===== src/rtl/msr_pkg.sv =====
package msr_pkg;

    // Default geometry of the register interface
    localparam int unsigned DEF_DATA_W = 8;
    localparam int unsigned DEF_MAG_W  = 7;
    localparam int unsigned DEF_LVL_W  = 3;
    localparam int unsigned DEF_NUM_CH = 2;

    // Address bit roles: one bit picks the channel, the other the register kind
    localparam int unsigned ADDR_W       = 2;
    localparam int unsigned ADDR_CH_BIT  = 0;
    localparam int unsigned ADDR_KND_BIT = 1;

    typedef enum logic {
        KIND_MAG = 1'b0,
        KIND_LVL = 1'b1
    } reg_kind_e;

    // Registered state of the strobe front end
    typedef struct packed {
        logic wr_seen;
    } strobe_state_t;

endpackage


===== src/rtl/msr_bus_decode.sv =====
module msr_bus_decode
    import msr_pkg::*;
#(
    parameter int unsigned NUM_CH = DEF_NUM_CH
) (
    input  logic              clk,
    input  logic              rst_n,
    input  logic              cs_n,
    input  logic              wr,
    input  logic [ADDR_W-1:0] addr,
    output logic [NUM_CH-1:0] ld_mag,
    output logic [NUM_CH-1:0] ld_lvl
);

    strobe_state_t st_d, st_q;
    logic          commit;
    reg_kind_e     kind;
    logic          ch_sel;

    always_comb begin
        st_d         = st_q;
        st_d.wr_seen = wr;
        commit       = wr && !st_q.wr_seen && !cs_n;
        kind         = reg_kind_e'(addr[ADDR_KND_BIT]);
        ch_sel       = addr[ADDR_CH_BIT];
        ld_mag       = '0;
        ld_lvl       = '0;
        for (int c = 0; c < int'(NUM_CH); c++) begin
            if (commit && (ch_sel == c[0])) begin
                ld_mag[c] = (kind == KIND_MAG);
                ld_lvl[c] = (kind == KIND_LVL);
            end
        end
    end

    always_ff @(posedge clk) begin
        if (!rst_n) st_q <= '0;
        else        st_q <= st_d;
    end

endmodule


===== src/rtl/msr_channel.sv =====
module msr_channel #(
    parameter int unsigned DATA_W = 8,
    parameter int unsigned MAG_W  = 7,
    parameter int unsigned LVL_W  = 3
) (
    input  logic              clk,
    input  logic              rst_n,
    input  logic              ld_mag,
    input  logic              ld_lvl,
    input  logic [DATA_W-1:0] data,
    output logic              sign,
    output logic [MAG_W-1:0]  mag,
    output logic              fast_n
);

    localparam int unsigned SIGN_BIT = DATA_W - 1;
    localparam int unsigned TOP_BIT  = MAG_W - 1;

    typedef struct packed {
        logic             sign;
        logic [MAG_W-1:0] mag;
        logic [LVL_W-1:0] lvl;
        logic             fast_n;
    } chan_state_t;

    chan_state_t      st_d, st_q;
    logic [MAG_W-1:0] new_mag;
    logic [LVL_W-1:0] new_top;
    logic             falling;
    logic             below_lvl;

    always_comb begin
        st_d      = st_q;
        new_mag   = data[MAG_W-1:0];
        new_top   = new_mag[TOP_BIT -: LVL_W];
        falling   = new_mag < st_q.mag;
        below_lvl = new_top < st_q.lvl;
        if (ld_mag) begin
            st_d.sign   = data[SIGN_BIT];
            st_d.mag    = new_mag;
            st_d.fast_n = !(falling && below_lvl);
        end
        if (ld_lvl) begin
            st_d.lvl = data[TOP_BIT -: LVL_W];
        end
    end

    always_ff @(posedge clk) begin
        if (!rst_n) begin
            st_q        <= '0;
            st_q.fast_n <= 1'b1;
        end else begin
            st_q <= st_d;
        end
    end

    assign sign   = st_q.sign;
    assign mag    = st_q.mag;
    assign fast_n = st_q.fast_n;

endmodule


===== src/rtl/microstep_regif.sv =====
module microstep_regif
    import msr_pkg::*;
#(
    parameter int unsigned DATA_W = DEF_DATA_W,
    parameter int unsigned MAG_W  = DEF_MAG_W,
    parameter int unsigned LVL_W  = DEF_LVL_W
) (
    input  logic              clk,
    input  logic              rst_n,
    input  logic              bus_cs_n,
    input  logic              bus_wr,
    input  logic [1:0]        bus_addr,
    input  logic [DATA_W-1:0] bus_data,
    output logic              ch1_sign,
    output logic [MAG_W-1:0]  ch1_mag,
    output logic              ch1_fast_n,
    output logic              ch2_sign,
    output logic [MAG_W-1:0]  ch2_mag,
    output logic              ch2_fast_n
);

    localparam int unsigned NUM_CH = DEF_NUM_CH;

    logic [NUM_CH-1:0] ld_mag;
    logic [NUM_CH-1:0] ld_lvl;
    logic [NUM_CH-1:0] sign_v;
    logic [NUM_CH-1:0] fast_v;
    logic [MAG_W-1:0]  mag_v [NUM_CH];

    msr_bus_decode #(
        .NUM_CH (NUM_CH)
    ) decode_i (
        .clk    (clk),
        .rst_n  (rst_n),
        .cs_n   (bus_cs_n),
        .wr     (bus_wr),
        .addr   (bus_addr),
        .ld_mag (ld_mag),
        .ld_lvl (ld_lvl)
    );

    for (genvar c = 0; c < NUM_CH; c++) begin : g_ch
        msr_channel #(
            .DATA_W (DATA_W),
            .MAG_W  (MAG_W),
            .LVL_W  (LVL_W)
        ) chan_i (
            .clk    (clk),
            .rst_n  (rst_n),
            .ld_mag (ld_mag[c]),
            .ld_lvl (ld_lvl[c]),
            .data   (bus_data),
            .sign   (sign_v[c]),
            .mag    (mag_v[c]),
            .fast_n (fast_v[c])
        );
    end

    assign ch1_sign   = sign_v[0];
    assign ch1_mag    = mag_v[0];
    assign ch1_fast_n = fast_v[0];
    assign ch2_sign   = sign_v[1];
    assign ch2_mag    = mag_v[1];
    assign ch2_fast_n = fast_v[1];

endmodule


===== config.mk =====
export PLATFORM = sky130hd
export DESIGN_NAME = microstep_regif
export DESIGN_NICKNAME = d
export VERILOG_FILES = /design/src/rtl/msr_pkg.sv /design/src/rtl/msr_bus_decode.sv /design/src/rtl/msr_channel.sv /design/src/rtl/microstep_regif.sv
export SDC_FILE = /design/constraint.sdc
export NUM_CORES = 1
export LEC_CHECK = 0
export BUFFER_PORTS_ARGS = -buffer_cell sky130_fd_sc_hd__buf_2
export CAP_MARGIN = 10
export CORE_MARGIN = 1.5
export CORE_UTILIZATION = 46
export DETAILED_ROUTE_END_ITERATION = 7
export PLACE_DENSITY = 0.69
export SETUP_SLACK_MARGIN = 0.15
export SYNTH_ARGS = -nofsm -noshare
export SYNTH_HDL_FRONTEND = slang
export SYNTH_SLANG_ARGS = --single-unit

===== constraint.sdc =====
create_clock -name clk -period 2.5 [get_ports clk]
set_input_delay 0.375 -clock clk [delete_from_list [all_inputs] [get_ports clk]]
set_output_delay 0.375 -clock clk [all_outputs]
set_load 0.05 [all_outputs]

# Yosys cells after proc, flatten, opt, wreduce, memory -nomap -nowiden
# Cells that the tools add are included.
[totals]
ff_bits = 25
output_inout_bits = 18
[op_classes]
magnitude_cmp = 4
n_mux = 4
n_bitwise = 2
n_reduce_logical = 10
[op_table]
columns = ["operator", "n"]
rows = [
  ["$lt A7 B7 Y1", 2],
  ["$logic_and A1 B1 Y1", 6],
  ["$lt A3 B3 Y1", 2],
  ["$logic_not A1 Y1", 4],
  ["$mux W1", 4],
  ["$not A1 Y1", 2],
]

# Depth between registers and ports, before layout
# Gate-level depths: netlist (run 1).
[depth]
word_depth = 5
mapped_depth = 6
mapped_depth_nobuf = 6

# Modules after synthesis
# From an unflattened synthesis (run 1), not the netlist that was laid out.
[hier_totals]
hier_cells = 155
area_unflattened_um2 = 1471.4
[modules_own_cells]
columns = ["mod", "instances", "cells_per_inst", "area_per_inst_um2", "seq_area_each_um2"]
rows = [
  ["msr_channel", 2, 74, 696.9, 240.2],
  ["msr_bus_decode", 1, 7, 77.6, 20.0],
]

# Worst setup path before layout (run 1)
# No wires, ideal clock.
[synth_timing]
path_type = "input port to flip-flop"
from = "in bus_addr[1]"
to = "reg, netlist name g_ch[0].chan_i.fast_n"
setup_ps = 122
arrival_ps = 1447
required_ps = 2378
path_slack_ps = 931
path_stages = 5
path_buffers = 1
cell_sequence = "nor4b_4 and2b_1 buf_6 o2111ai_1 o32a_1"
[synth_via]
elab_chain_cells = 2
[synth_lines]
columns = ["element", "line_no", "text"]
rows = [
  ["from (decl)", "microstep_regif.sv:12", "input logic [1:0] bus_addr,"],
  ["$not A1 Y1", "msr_bus_decode.sv:30", "ld_mag[c] = (kind == KIND_MAG);"],
  ["$mux W1", "msr_bus_decode.sv:29", "if (commit && (ch_sel == c[0])) begin"],
]
# No other way between the ends.
# A chain may end at the register's enable or synchronous reset.

# Worst setup path in the final report (run 1)
[layout_timing]
from = "reg g_ch[0].chan_i.st_q (netlist bit g_ch[0].chan_i.mag[6])"
to = "reg, netlist name g_ch[0].chan_i.fast_n"
[layout_via]
elab_chain_cells = 3
[layout_lines]
columns = ["element", "line_no", "text"]
rows = [
  ["from (decl)", "msr_channel.sv:26", "chan_state_t st_d, st_q;"],
  ["from (signal assigned)", "msr_channel.sv:53", "st_q <= st_d;"],
  ["$lt A7 B7 Y1", "msr_channel.sv:36", "falling = new_mag < st_q.mag;"],
  ["$logic_and A1 B1 Y1", "msr_channel.sv:41", "st_d.fast_n = !(falling && below_lvl);"],
  ["$logic_not A1 Y1", "msr_channel.sv:41", ""],
]
# No other way between the ends.

==> results of run 1 <==
through the flow:
stage          instances  power [µW]  setup WS, ns
2_1_floorplan        161         497         0.931
3_3_place_gp         219         529         0.774
3_5_place_dp         219         534         0.674
4_1_cts              223         710         0.815
5_1_grt              223         738         0.758
6_report             223         703         0.803
synthesized netlist by cell type:
cell and count:
nand3_1 11, and2_1 1, a21oi_1 5, or3b_2 2, a21o_1 1, and4b_2 1, inv_1 17, dfxtp_1 25
nand2_1 9, o31a_1 1, nor4b_4 1, a2111oi_0 1, clkbuf_1 4, buf_4 14, mux2i_1 14, nand2b_1 2
o32a_1 1, nand3b_1 1, o211ai_1 2, a211oi_1 1, and2b_1 1, nand2_2 1, nor2b_1 14, buf_6 1
o2111ai_1 1, a21boi_0 8, nand4_1 4, nor2_1 1, ha_1 16
worst min path at each step:
stage                                  endpoint             startpoint
after global routing              decode_i.st_q                 bus_wr
after global placement      g_ch[1].chan_i.sign    g_ch[1].chan_i.sign
after floorplan           g_ch[1].chan_i.mag[1]  g_ch[1].chan_i.mag[1]
after detailed placement    g_ch[1].chan_i.sign    g_ch[1].chan_i.sign
final                             decode_i.st_q                 bus_wr
after CTS                         decode_i.st_q                 bus_wr
cells by family (layout without fill, tap and decap cells):
logic type               after synthesis  after routing  share of synthesized area [%]
multiplexers                          14             14                           9.44
AO/OA/AOI/OAI                         21             21                           10.2
AND/OR/NAND/NOR                       49             49                           20.1
buffers and inverters                 36             54                           13.1
adder cells (fa/ha/maj)               16             16                           13.5
flip-flops                            25             25                           33.7
routing by layer:
metal	part of all wire, %	vias to the layer above	GRT usage [%]
met5	0	-	0
met4	0.98	0	4.76
met3	4.2	4	2.16
met2	47	24	28.0
met1	48	501	22.8
li1	-	575	-
report_power, final:
group          internal, µW  total, µW  switching, µW
sequential              406        411           4.84
combinational          45.0        114           69.3
clock                  62.3        178            116
area by class of cell:
class / instances / area (µm²) / area share, %
clock buffer: 4 / 26.3 / 1.64
inverter: 17 / 63.8 / 3.98
multi-input combinational: 100 / 790 / 49.2
sequential: 25 / 500 / 31.2
tap: 44 / 55.1 / 3.43
timing repair buffer: 33 / 170 / 10.6
registers in the layout, summed over array words and instances (netlist names):
signal and count:
g_ch.chan_i.st_q 6, g_ch.chan_i.mag 14, g_ch.chan_i.fast_n 2, decode_i.st_q 1, g_ch.chan_i.sign 2
critical path, cell delays in order (launching register included):
cell and delay, ns:
dfxtp_1 0.38, inv_1 0.05, ha_1 0.31, a2111oi_0 0.48, o2111ai_1 0.19, o32a_1 0.20
cells in the final DEF, fill, tap and decap left out, types with 5 or more instances in the layout:
| cell | Yosys | final |
|---|---|---|
| buf_2 | 0 | 31 |
| dfxtp_1 | 25 | 25 |
| inv_1 | 17 | 17 |
| ha_1 | 16 | 16 |
| mux2i_1 | 14 | 14 |
| nor2b_1 | 14 | 14 |
| nand3_1 | 11 | 11 |
| nand2_1 | 9 | 9 |
| a21boi_0 | 8 | 8 |
| a21oi_1 | 5 | 5 |
==> qor.yml, run 1 <==
critPathLaunch: "g_ch[0].chan_i.mag[6]"
fmax_ghz: 0.589
timing.final.crit_share_pct: 67.9
die_area_mm2: 0.00358
slew_violations: 0
path_max_fanout: 3
max_slew.worst_pin.slew_ns: 0.499
setup_viol: 0
post-route-drc-count: 0
synth.avg_cell_area_um2: 9.22
rows: 20
final_net_count: 210
cts_tree: "built"
yosysSeqAreaShare_pct: 33.7
ff2ff_path_depth: 5
relSlewSlack_pct: 66.8
vias_per_cell: 4.95
p_per_area_mw_per_mm2: 438
n_fill_cell: 298
grt_first_pass_wirelength_mm: 4.66
cts_setup_buffers: 0
port_buffers: 31
netlist.area_leader.share_pct: 33.7
initial_core_util_pct: 48.6
whs_ns: 0.309
setup-tns-final_ns: 0
cp-start-kind: "flip-flop"
cap_violations: 0
synth_nets: 191
end_kind: "flip-flop"
cts_resized: 0
grt_usage_pct: 16.9
skew_ns: 0.00182
dr.first_iter.drc_count: 23
hold_depth: 2
grt_pass1_vias: 992
io_pins: 32
core_area_mm2: 0.00305
ant_nets: 0
cellLeakagePower_uw: 0.000639
antenna_found_initial: 0
routed_wl_mm: 2.77
synthCells: 161
firstDrtPassIters: 4
grt_overflow: 0
hold_viol: 0
fin_area_mm2: 0.00161
hold_buffers: 0
dp_hpwl_mm: 2.21
synth_area_leaders: "dfxtp_1, ha_1, mux2i_1"
gp_congestion: 0.803
grt_start_max_net_pins: 26
syn_area_mm2: 0.00149
dpl_cell_area_mm2: 0.00158
hp-class: "input pin to flip-flop"
antenna_cells: 0
clkTransAtPathRegs_ns: 0.13
crit_arrival_ns: 1.91
cts_max_level: 1
clock_path_buffers: 2
r2r_slack_ns: 0.80
grt_setup_unrepaired: "false"
ir_drop_mv: 0.248
cts.sinks: 25
num_vias: 1104
run_status: "finished clean"
ys_types: 29
cts-root-buf: "clkbuf_4"
wl_per_cell_um: 12.4
areaGrowthSynthToFinish_pct: 8.09
yosys_register_bits: 25
die_width_um: 59.8
drive_gt1_share_pct: 22.9
ys_warn_count: 0
worstPathRequired_ns: 2.72
worstSetupEndpoint: "g_ch[0].chan_i.fast_n"
worstReg2RegEnd: "g_ch[0].chan_i.fast_n"
crit-reg2reg-launch: "g_ch[0].chan_i.mag[6]"
period_minus_slack_ns: 1.70
final_core_util_pct: 52.6
dieHeight_um: 59.8
synth_largest_area_cell: "dfxtp_1"
critPathKind: "flip-flop to flip-flop"
insertion_delay_ns: 0.31
cts_buffers: 3
Note: power is estimated with default switching activity, not from simulation.
==> run 2, diff against run 1 <==
--- a/config.mk
+++ b/config.mk
@@ -5,12 +5,13 @@
 export SDC_FILE = /design/constraint.sdc
 export NUM_CORES = 1
 export LEC_CHECK = 0
+export ABC_AREA = 1
 export BUFFER_PORTS_ARGS = -buffer_cell sky130_fd_sc_hd__buf_2
 export CAP_MARGIN = 10
 export CORE_MARGIN = 1.5
 export CORE_UTILIZATION = 46
 export DETAILED_ROUTE_END_ITERATION = 7
-export PLACE_DENSITY = 0.69
+export PLACE_DENSITY = 0.71
 export SETUP_SLACK_MARGIN = 0.15
 export SYNTH_ARGS = -nofsm -noshare
 export SYNTH_HDL_FRONTEND = slang
==> constraint.sdc (replaced) <==
create_clock -name clk -period 1.4 [get_ports clk]
set_input_delay 0.21 -clock clk [delete_from_list [all_inputs] [get_ports clk]]
set_output_delay 0.21 -clock clk [all_outputs]
set_load 0.05 [all_outputs]
==> run 2 against run 1 <==
Clock power is 87% higher. First-iteration DRC count grew 43%. Register-to-register slack lost 0.61 ns. Non-clock buffer count rose by 3. Sequential share of layout area decreased by 3.1 points. Sequential power is 81% higher. Worst hold slack worse by 0.21 ns. Count of clock-buffer cells in the layout is the same. Die area rose by 5.5%. Cell count increased by 36%. Global-route usage is 0.086 points lower. Combinational power rose to 2.8 times the previous value.
==> qor.yml, run 2 <==
groute.layer.met3.usage_pct: 2.52
ir_drop_mv: 0.461
hold_depth: 3
drive_gt1_share_pct: 27.6
syn_area_mm2: 0.00157
initial_core_util_pct: 47.5
internal_power_uw: 957
ys_warn_count: 0
antenna_found_initial: 0
post-place-ws_ns: 0.130
cp_cell_sequence: "inv_1, ha_1, nand2_2, inv_1, a21oi_2, nand3_1, nand2_1, nand2_1"
synth_area_leaders: "dfxtp_1, nand2_1, ha_1"
crit_buf_inv: 2
yosys_register_bits: 25
grt_overflow: 0
critPathMaxStageDelay_ns: 0.34
crit-reg2reg-launch: "g_ch[0].chan_i.mag[5]"
n_fill_cell: 331
end_kind: "flip-flop"
synth_nets: 266
grt_use_met1_pct: 22.6
ant_nets: 0
ff2ff_path_depth: 8
io_pins: 32
antenna_cells: 0
dp_hpwl_mm: 2.24
core_area_mm2: 0.00331
netlist.area_leader.share_pct: 31.8
worstSetupEndpoint: "g_ch[0].chan_i.fast_n"
crit_path_top_delay_cell: "dfxtp_2"
run_status: "finished clean"
seq_power_share_pct: 53.2
dr.first_iter.drc_count: 33
grt_start_max_net_pins: 19
grt_use_met2_pct: 27.5
num_vias: 1371
setup_viol: 0
port_buffers: 31
routed_wl_mm: 3.12
combPwrFrac_pct: 23.0
clock_path_buffers: 2
cellLeakagePower_uw: 0.000995
wl_per_cell_um: 10.3
crit_arrival_ns: 1.44
final_cell_mix: "nand2_1, inv_1, nor2_1"
timing.final.crit_share_pct: 86.2
p_sw_uw: 440
ys_types: 13
worstReg2RegEnd: "g_ch[0].chan_i.fast_n"
fmax_ghz: 0.829
cap_violations: 0
cts_max_level: 1
largest_reg_flops: 14
rows: 21
synth.avg_cell_area_um2: 6.66
r2r_slack_ns: 0.19
dieHeight_um: 61.5
hp-class: "input pin to flip-flop"
crit_family: "flip-flops"
top_usage_layer: "met2"
synth_enable_flop_cells: 0
hold_viol: 0
synthCells: 236
synthFlopType: "dfxtp_1"
setup-tns-final_ns: 0
die_area_mm2: 0.00378
p_sw_share_pct: 31.5
post-route-drc-count: 0
synth_largest_area_cell: "dfxtp_1"
skew_ns: 0.00976
slew_violations: 0
final_common_cell: "nand2_1"
final_net_count: 288
vias_per_cell: 4.52
areaGrowthSynthToFinish_pct: 16.7
insertion_delay_ns: 0.32
worstPathRequired_ns: 1.64
critPathKind: "flip-flop to flip-flop"
synth_common_cells: "nand2_1, inv_1, nor2_1"
cts.sinks: 25
grt_usage_pct: 16.8
cts_tree: "built"
cp.depth: 8
async_flop_share_pct: 0
grt_pass1_vias: 1145
period_minus_slack_ns: 1.21
relSlewSlack_pct: 81.4
yosysSeqAreaShare_pct: 31.8
p_clk_share_pct: 23.8
clkTransAtPathRegs_ns: 0.14
gp_congestion: 0.835
max_slew.worst_pin.slew_ns: 0.279
critPathLaunch: "g_ch[0].chan_i.mag[5]"
yosysMostFrequentCell: "nand2_1"
grt_setup_unrepaired: "true"
cts_buffers: 3
cp-start-kind: "flip-flop"
grt_first_pass_wirelength_mm: 4.76
p_per_area_mw_per_mm2: 762
path_max_fanout: 2
die_width_um: 61.5
cts-root-buf: "clkbuf_4"
firstDrtPassIters: 4
fin_ws_ns: 0.194
## run 2: worst min path at each step
stage	start	to	slack, ns
2_1_floorplan	bus_wr	decode_i.st_q	0.30
3_3_place_gp	bus_wr	decode_i.st_q	0.42
3_5_place_dp	bus_wr	decode_i.st_q	0.43
4_1_cts	bus_wr	decode_i.st_q	0.09
5_1_grt	bus_wr	decode_i.st_q	0.1
6_report	bus_wr	decode_i.st_q	0.1
## run 2: worst register-to-register path: cells and delay by family, from the launching register on
family | cells | cell delay [ns]
simple gates | 4 | 0.26
fa+ha+maj | 1 | 0.29
buf+inv | 2 | 0.11
compound gates | 1 | 0.12
flops | 1 | 0.34
## run 2: routing by layer
metal  share of wire [%]  vias to the layer above
met4                 1.5                        0
met5                   0                        -
met3                 3.1                        6
met2                  46                       22
met1                  49                      608
li1                    -                      735
## run 2: power by group through the flow
stage	sequential, µW	clock, µW	combinational, µW
floorplan	768	0	208
global placement	757	0	275
detailed placement	757	0	280
CTS	742	335	281
global route	746	370	362
finish	743	332	321
## run 2: what timing repair did
| item | 4_1_cts | 5_1_grt |
|---|---|---|
| setup buffers | 0 | 3 |
| setup endpoints to repair | 0 | 4 |
| gates resized for setup | 0 | 28 |
| hold buffers | 0 | 0 |
## run 2: layout make-up
| class | count | area [µm²] | area share (%) |
|---|---|---|---|
| repair buffers | 36 | 195 | 10.6 |
| well taps | 46 | 57.6 | 3.14 |
| inverters | 40 | 150 | 8.19 |
| clock buffers | 4 | 26.3 | 1.43 |
| flip-flops and latches | 25 | 514 | 28.0 |
| multi-input cells | 152 | 891 | 48.6 |
## run 2: metrics by stage
stage | hold WS, ns | instances | utilization [%] | area (µm²) | power [µW]
floorplan | 0.303 | 236 | - | 1570 | 976
global route | 0.0973 | 303 | 55.4 | 1830 | 1480
global placement | 0.424 | 296 | 49.9 | 1650 | 1030
detailed placement | 0.426 | 296 | 49.9 | 1650 | 1040
finish | 0.0967 | 303 | 55.4 | 1830 | 1400
CTS | 0.0905 | 300 | 50.7 | 1680 | 1360
## run 2: kinds of logic after synthesis
group / Yosys count / synth area share (%)
adder cells (fa/ha/maj): 16 / 12.7
flip-flops: 25 / 31.8
AO/OA/AOI/OAI: 14 / 4.46
buffers and inverters: 59 / 18.9
AND/OR/NAND/NOR: 122 / 32.1
==> run 3, diff against run 2 <==
--- a/config.mk
+++ b/config.mk
@@ -6,7 +6,7 @@
 export NUM_CORES = 1
 export LEC_CHECK = 0
 export ABC_AREA = 1
-export BUFFER_PORTS_ARGS = -buffer_cell sky130_fd_sc_hd__buf_2
+export BUFFER_PORTS_ARGS = -buffer_cell sky130_fd_sc_hd__buf_4
 export CAP_MARGIN = 10
 export CORE_MARGIN = 1.5
 export CORE_UTILIZATION = 46
==> run 3 against run 2 <==
Setup slack better by 0.020 ns. Sequential power about the same. Global-route usage down 0.086 points. Total power up 3.3%. Maximum frequency up 1.7%. First-iteration DRC count up 79%. Cell count up 1.7%. Combinational power up 14%. Clock skew down 0.0016 ns. Clock power about the same. Critical endpoint unchanged. Largest cell class unchanged. Highest routed layer unchanged.
==> qor.yml, run 3 (synthesis results as in run 2) <==
vias_per_cell: 4.56
combPwrFrac_pct: 25.4
wl_per_cell_um: 11.1
grt_overflow: 0
whs_ns: 0.0918
hp-class: "input pin to flip-flop"
grt_start_max_net_pins: 19
slew_violations: 0
clock_path_buffers: 2
final_cell_mix: "nand2_1, buf_4, inv_1, nor2_1, dfxtp_2"
max_slew.worst_pin.slew_ns: 0.431
end_kind: "flip-flop"
critPathKind: "flip-flop to flip-flop"
ant_nets: 0
final_common_cell: "nand2_1"
cp-start-kind: "flip-flop"
run_status: "finished clean"
io_pins: 32
cellLeakagePower_uw: 0.00105
setup-tns-final_ns: 0
rows: 21
timing.final.crit_share_pct: 84.7
critPathMostFrequentCell: "nand2_1"
crit_buf_inv: 1
skew_ns: 0.00817
seq_power_share_pct: 51.6
crit_arrival_ns: 1.42
relSlewSlack_pct: 71.2
areaGrowthSynthToFinish_pct: 28.0
fmax_ghz: 0.843
dpl_cell_area_mm2: 0.00172
gp_congestion: 0.742
antenna_cells: 0
path_max_fanout: 2
cts_buffers: 3
dr.first_iter.drc_count: 59
p_sw_uw: 459
p_per_area_mw_per_mm2: 717
cp_cell_sequence: "inv_1, ha_4, a21oi_1, nand2_1, nand2_1, nand3_1, nand2_1, nand2_1"
period_minus_slack_ns: 1.19
dp_hpwl_mm: 2.17
antenna_found_initial: 0
p_sw_share_pct: 31.8
largest_reg_flops: 14
port_buffers: 31
firstDrtPassIters: 4
grt_usage_pct: 16.7
worstPathRequired_ns: 1.64
grt_setup_unrepaired: "true"
layout.cells.non_filler: 308
dieHeight_um: 61.5
post-place-cells: 294
final_net_count: 293
critPathMaxStageDelay_ns: 0.35
internal_power_uw: 984
drive_gt1_share_pct: 31.7
crit_family: "flip-flops"
cts_max_level: 1
num_vias: 1406
p_clk_share_pct: 23.0
grt_first_pass_wirelength_mm: 4.80
initial_core_util_pct: 47.5
cap_violations: 0
fin_area_mm2: 0.00201
grt_pass1_vias: 1171
cts-root-buf: "clkbuf_4"
core_area_mm2: 0.00331
cts.sinks: 25
crit_path_top_delay_cell: "dfxtp_2"
die_area_mm2: 0.00378
cts_tree: "built"
die_width_um: 61.5
hold_viol: 0
setup_viol: 0
p_total_uw: 1440
routed_wl_mm: 3.43
post-route-drc-count: 0
clkTransAtPathRegs_ns: 0.15
ir_drop_mv: 0.448
insertion_delay_ns: 0.32
hold_buffers: 0
[run 3: changes by cell type in the layout (fill, tap and decap cells not counted), moves of 2 or more]
cell	delta
buf_4	+33
buf_2	-30
dfxtp_1	-2
dfxtp_2	+2
ha_1	-2
ha_4	+2
inv_1	-2
inv_2	+2
[run 3: what timing repair did]
item,4_1_cts,5_1_grt
pin swaps,0,17
buffers inserted,0,8
endpoints found under the setup margin,1,4
resized for setup,1,34
gates cloned,0,2
[run 3: per-stage QoR]
step / setup slack, ns / util [%]
2_1_floorplan: 0.259 / -
3_3_place_gp: 0.199 / 51.8
3_5_place_dp: 0.160 / 51.8
4_1_cts: 0.162 / 52.7
5_1_grt: 0.105 / 60.8
6_report: 0.214 / 60.8
[run 3: path summary, 6_finish.rpt]
path	from	slack, ns	depth (start not counted)	end
worst min register to register	g_ch[1].chan_i.st_q[2]	0.48	2	g_ch[1].chan_i.st_q[2]
worst min-delay path	bus_wr	0.09	3	decode_i.st_q
worst max register to register	g_ch[0].chan_i.mag[2]	0.21	8	g_ch[0].chan_i.fast_n
worst max-delay path	g_ch[0].chan_i.mag[2]	0.21	8	g_ch[0].chan_i.fast_n
[run 3: per-layer routing]
metal  up-vias  part of all wire, %  global-route usage [%]
met4         0                 0.84                    4.56
met3         2                  3.4                    3.15
met5         -                    0                       0
met1       632                   48                    22.7
met2        22                   48                    27.1
li1        750                    -                       -
[run 3: power groups by stage]
stage / registers (µW) / logic [µW] / clock network, µW
floorplan: 768 / 208 / 0
global placement: 758 / 290 / 0
detailed placement: 758 / 294 / 0
CTS: 743 / 295 / 345
global route: 748 / 405 / 386
finish: 745 / 366 / 332
[run 3: cell type report]
type | count | area, µm²
multi-input combinational | 154 | 955
fill | 312 | 1300
clock inverter | 1 | 5.00
tap | 46 | 57.6
inverter | 40 | 150
timing repair buffer | 39 | 305
clock buffer | 3 | 22.5
sequential | 25 | 517
[run 3: worst reg2reg max path, stage by stage, from the launching register on]
cell     delay, ns
dfxtp_2       0.35
inv_1         0.09
ha_4          0.21
a21oi_1       0.13
nand2_1       0.07
nand2_1       0.05
nand3_1       0.07
nand2_1       0.07
nand2_1       0.04
